**src/rtl/trig_accept_seq.sv**
```systemverilog
module trig_accept_seq #(
  parameter int DW      = 8,
  parameter int BX_LAST = 219,
  parameter int ACC_LEN = 104
) (
  input  logic          clk,
  input  logic          rst_n,
  input  logic          mode_local,
  input  logic          var_len_en,
  input  logic          reg_trig,
  input  logic          ext_trig,
  input  logic          btn_trig,
  input  logic          sys_accept,
  input  logic          sys_confirm,
  input  logic          sys_abort,
  input  logic [DW-1:0] sys_rtype,
  input  logic [DW-1:0] sys_evt,
  input  logic [DW-1:0] sys_bx,
  input  logic [DW-1:0] loc_rtype,
  input  logic          host_evt_load,
  input  logic [DW-1:0] host_evt_value,
  output logic          accept_o,
  output logic          trig_strobe_o,
  output logic [DW-1:0] hdr_data_o,
  output logic [1:0]    hdr_code_o,
  output logic          last_aborted_o
);
  localparam int LW = $clog2(ACC_LEN + 1);
  localparam int BW = $clog2(BX_LAST + 1);

  logic          open_q, strobe_q, abort_q, req_q;
  logic [1:0]    word_q;
  logic [LW-1:0] len_q;
  logic [BW-1:0] bx_cnt;
  logic [DW-1:0] t_q, e_q, b_q, evt_cnt;
  logic          req, start, expire, close;
  logic [DW-1:0] evt_next;

  assign req      = reg_trig | ext_trig | btn_trig;
  assign start    = !open_q && (mode_local ? (req && !req_q) : sys_accept);
  assign expire   = mode_local ? (var_len_en ? !req : (len_q == LW'(ACC_LEN - 1)))
                               : sys_confirm;
  assign close    = open_q && (sys_abort || expire);
  assign evt_next = host_evt_load ? host_evt_value : evt_cnt;

  always_ff @(posedge clk) begin
    if (!rst_n) bx_cnt <= '0;
    else        bx_cnt <= (bx_cnt == BW'(BX_LAST)) ? '0 : bx_cnt + 1'b1;
  end

  always_ff @(posedge clk) begin
    if (!rst_n) begin
      open_q   <= 1'b0;
      strobe_q <= 1'b0;
      abort_q  <= 1'b0;
      req_q    <= 1'b0;
      word_q   <= 2'd0;
      len_q    <= '0;
      evt_cnt  <= '0;
      t_q      <= '0;
      e_q      <= '0;
      b_q      <= '0;
    end else begin
      req_q    <= req;
      strobe_q <= start;
      evt_cnt  <= evt_next + DW'(start && mode_local);
      if (start) begin
        open_q  <= 1'b1;
        word_q  <= 2'd0;
        len_q   <= '0;
        abort_q <= 1'b0;
        t_q     <= mode_local ? loc_rtype : sys_rtype;
        e_q     <= mode_local ? evt_next : sys_evt;
        b_q     <= mode_local ? DW'(bx_cnt) : sys_bx;
      end else if (close) begin
        open_q <= 1'b0;
        if (sys_abort) abort_q <= 1'b1;
      end else if (open_q) begin
        if (len_q != LW'(ACC_LEN - 1)) len_q <= len_q + 1'b1;
        if (word_q != 2'd3) word_q <= word_q + 2'd1;
      end
    end
  end

  assign accept_o       = open_q;
  assign trig_strobe_o  = strobe_q;
  assign last_aborted_o = abort_q;
  assign hdr_code_o     = open_q ? word_q : 2'b11;

  always_comb begin
    case (hdr_code_o)
      2'b00:   hdr_data_o = t_q;
      2'b01:   hdr_data_o = e_q;
      2'b10:   hdr_data_o = b_q;
      default: hdr_data_o = '0;
    endcase
  end

  AST_STROBE_SINGLE: assert property (@(posedge clk) disable iff (!rst_n)
    trig_strobe_o |=> !trig_strobe_o);
  AST_STROBE_OPENS: assert property (@(posedge clk) disable iff (!rst_n)
    trig_strobe_o |-> accept_o && hdr_code_o == 2'b00);
  AST_CODE_STEP1: assert property (@(posedge clk) disable iff (!rst_n)
    accept_o && hdr_code_o == 2'b00 |=> !accept_o || hdr_code_o == 2'b01);
  AST_CODE_STEP2: assert property (@(posedge clk) disable iff (!rst_n)
    accept_o && hdr_code_o == 2'b01 |=> !accept_o || hdr_code_o == 2'b10);
  AST_NO_RESTART: assert property (@(posedge clk) disable iff (!rst_n)
    accept_o && $past(accept_o) |-> !trig_strobe_o);
  AST_BX_RANGE: assert property (@(posedge clk) disable iff (!rst_n)
    bx_cnt <= BW'(BX_LAST));
  AST_ABORT_FLAG: assert property (@(posedge clk) disable iff (!rst_n)
    accept_o && sys_abort |=> last_aborted_o && !accept_o);
  AST_FLAG_CLEAR: assert property (@(posedge clk) disable iff (!rst_n)
    trig_strobe_o |-> !last_aborted_o);
  AST_CONFIRM_CLOSE: assert property (@(posedge clk) disable iff (!rst_n)
    accept_o && !mode_local && sys_confirm |=> !accept_o);
endmodule

```
**config.mk**
```make
export PLATFORM = sky130hd
export DESIGN_NAME = trig_accept_seq
export DESIGN_NICKNAME = d
export VERILOG_FILES = /design/src/rtl/trig_accept_seq.sv
export SDC_FILE = /design/constraint.sdc
export NUM_CORES = 1
export LEC_CHECK = 0
export BUFFER_PORTS_ARGS = -buffer_cell sky130_fd_sc_hd__buf_2
export CELL_PAD_IN_SITES_DETAIL_PLACEMENT = 0
export CELL_PAD_IN_SITES_GLOBAL_PLACEMENT = 1
export CORE_UTILIZATION = 25
export CTS_CLUSTER_DIAMETER = 150
export DETAILED_ROUTE_END_ITERATION = 10
export PLACE_DENSITY = 0.62
export SLEW_MARGIN = 15
export SYNTH_ARGS = -nofsm -noshare
export SYNTH_HDL_FRONTEND = slang
export SYNTH_SLANG_ARGS = --single-unit
```
**constraint.sdc**
```tcl
create_clock -name clk -period 2.5 [get_ports clk]
set_input_delay 0.25 -clock clk [delete_from_list [all_inputs] [get_ports clk]]
set_output_delay 0.25 -clock clk [all_outputs]
set_load 0.01 [all_outputs]
```
==> flow_summary.toml <==
[outcome]
status = "complete, no violations"

[sta]
worstMarginPinSlew_ns = 0.773
timing.final.crit_share_pct = 84.0
tns_ns = 0
rsz0062_at_grt = "no"
slew_viol_final = 0
timing.fmax_mhz = 476
hold_viol = 0
finClkSkew_ns = 0.00512
fin_crit_ns = 2.10
relSlewSlack_pct = 48.5
fin_ws_ns = 0.401
setup_violations = 0

[placement]
portBuffers = 63
dpl.hpwl_mm = 4.90
pre_cts_slack_ns = 0.614
postPlaceCellArea_mm2 = 0.00306
gp_routability_congestion = 0.746

[final_layout]
fin_util_pct = 31.5
final_common_cell = "buf_2"
drive_gt1_share_pct = 21.4
diodes = 0
fin_nets = 425
layout_common_cells = "buf_2, dfxtp_1, nand2_1"
area_delta_synth_final_pct = 20.5
fillCellCount = 1087
postLayoutCellArea_mm2 = 0.00314

[clock_tree]
tritoncts = "built"
cts-htree-levels = 2
clkTransAtPathRegs_ns = 0.09
cts-buffers-inserted = 5
cts_buffer_depth = 2
clkLatencyLatePin_ns = 0.30
ctsResizeCount = 0
postCtsHoldBufs = 0
clock_sinks = 53
cts_setup_buffers = 0
cts_root_buffer = "clkbuf_8"

[logic_synthesis]
async_flop_share_pct = 0
ys.flop_type = "dfxtp_1"
syn-num-nets = 365
avgSynthCellArea_um2 = 8.43
postSynthCellCount = 309
synth_top_area_cell = "dfxtp_1"
synth_edf_count = 0
synthTopCellsByArea = "dfxtp_1, mux2i_1, o21ai_0"
synth_top_cell_area_share_pct = 40.7
synthDistinctLibCells = 44
netlist_area_mm2 = 0.00260
synth_warnings = 0
ys_ff_latch = 53
synth-seq-area-share_pct = 40.7

[die]
initial_core_util_pct = 26.2
die_x_um = 104
core_mm2 = 0.00995
rows = 36
io_pins = 64
die_y_um = 104
dieArea_mm2 = 0.0108

[worst_setup_path]
crit_family = "simple AND/OR/NAND/NOR gates"
start_kind = "flip-flop"
cp_data_arrival_time_ns = 1.85
cpPeakStageDelay_ns = 0.55
cp-end-kind = "output pin"
cp.required_ns = 2.25
worst-path-buf-inv = 1
worstSetupPathType = "reg2out"
path_cells = "nor2b_1 > nand2_1 > o21ai_0 > and2_1 > buf_2"
crit_slowest_cell = "dfxtp_1"
cp_max_fo = 12

[detailed_routing]
routed_wirelength_mm = 6.45
viasPerCell = 4.49
num_vias = 2259
drtAntennaViolNets = 0
drc = 0
drt_pass1_iterations = 4
post_drt_wl_per_cell_um = 12.8
drt_iter0_drc = 110

[power_and_ir_drop]
ir_drop_mv = 0.221
leakagePower_nw = 1.30
power_mw = 1.65
power_density_mw_per_mm2 = 525

[global_routing]
grt_antenna_before_repair = 0
overflow = 0
grt_pass1_wl_mm = 10.7
grt_util_all_layers_pct = 12.5
grt_pass1_vias = 2210
grt_start_max_net_pins = 29

[worst_hold_path]
hold_path.class = "in2reg"

[flow_run]
drv_cap = 0
-- logic make-up after synthesis --
kind of cell / after synthesis / share of synthesized area (%)
and+or+nand+nor: 122 / 23.1
AOI/OAI and AO/OA: 62 / 12.9
DFF: 53 / 40.7
muxes: 37 / 14.4
buffers and inverters: 21 / 3.41
xor gates and xnor gates: 9 / 3.03
adders and majority gates: 5 / 2.40
-- power by group --
group          switching, mW  leakage [nW]  internal (mW)
Combinational          0.140         0.828          0.114
Clock                  0.270        0.0395          0.200
Sequential            0.0299         0.433          0.892
Total                  0.441          1.30           1.21
-- worst paths after layout --
| path | start | to | slack (ns) | depth (start not counted) |
|---|---|---|---|---|
| setup / recovery | word_q[1] | hdr_data_o[4] | 0.40 | 5 |
| hold / removal | sys_abort | last_aborted_o | 0.20 | 3 |
| setup reg to reg | len_q[0] | word_q[1] | 0.67 | 6 |
| hold reg to reg | t_q[5] | t_q[5] | 0.46 | 2 |
-- layer usage --
metal | global-route usage, % | vias to the layer above | wire, um
met1 | 16.6 | 1022 | 3140
li1 | - | 1186 | -
met3 | 2.69 | 6 | 249
met5 | 0 | - | 0
met2 | 20.3 | 45 | 2990
met4 | 3.37 | 0 | 68
-- cell usage after synthesis, types with 3 or more instances --
master and count:
mux2_2 3, ha_1 5, nor3b_1 3, or3_1 6, nand3_1 11, nand2_1 46
nand2b_1 3, mux2i_1 34, clkbuf_1 10, nor2_1 25, inv_1 4, dfxtp_1 53
a21oi_1 15, and3_1 3, o21ai_0 38, xor2_1 7, and2_1 11
-- worst register-to-register path, delay by kind of cell (launching register included) --
family	cells	cell delay, ns
simple gates	3	0.54
compound gates	1	0.43
flops	1	0.35
fa+ha+maj	1	0.24
mux	1	0.21
-- sequential cells by signal, indices dropped and copies added (netlist names), 2 cells and up --
signal,cells
b_q,8
bx_cnt,8
e_q,8
evt_cnt,8
t_q,8
len_q,7
word_q,2
-- cell type report --
cell class | count | area, um^2 | area share, %
Multi-Input combinational cell | 235 | 1450 | 46.4
Tap cell | 133 | 166 | 5.31
Clock buffer | 8 | 80.1 | 2.55
Sequential cell | 53 | 1060 | 33.8
Timing Repair Buffer | 68 | 353 | 11.2
Inverter | 6 | 22.5 | 0.718
-- metrics by stage --
stage / hold WS (ns) / std cells
after floorplan: 0.370 / 309
after global placement: 0.436 / 495
after detailed placement: 0.442 / 495
after CTS: 0.187 / 503
after global routing: 0.218 / 503
final: 0.198 / 503
No activity file was read; power rests on OpenSTA's default activity.
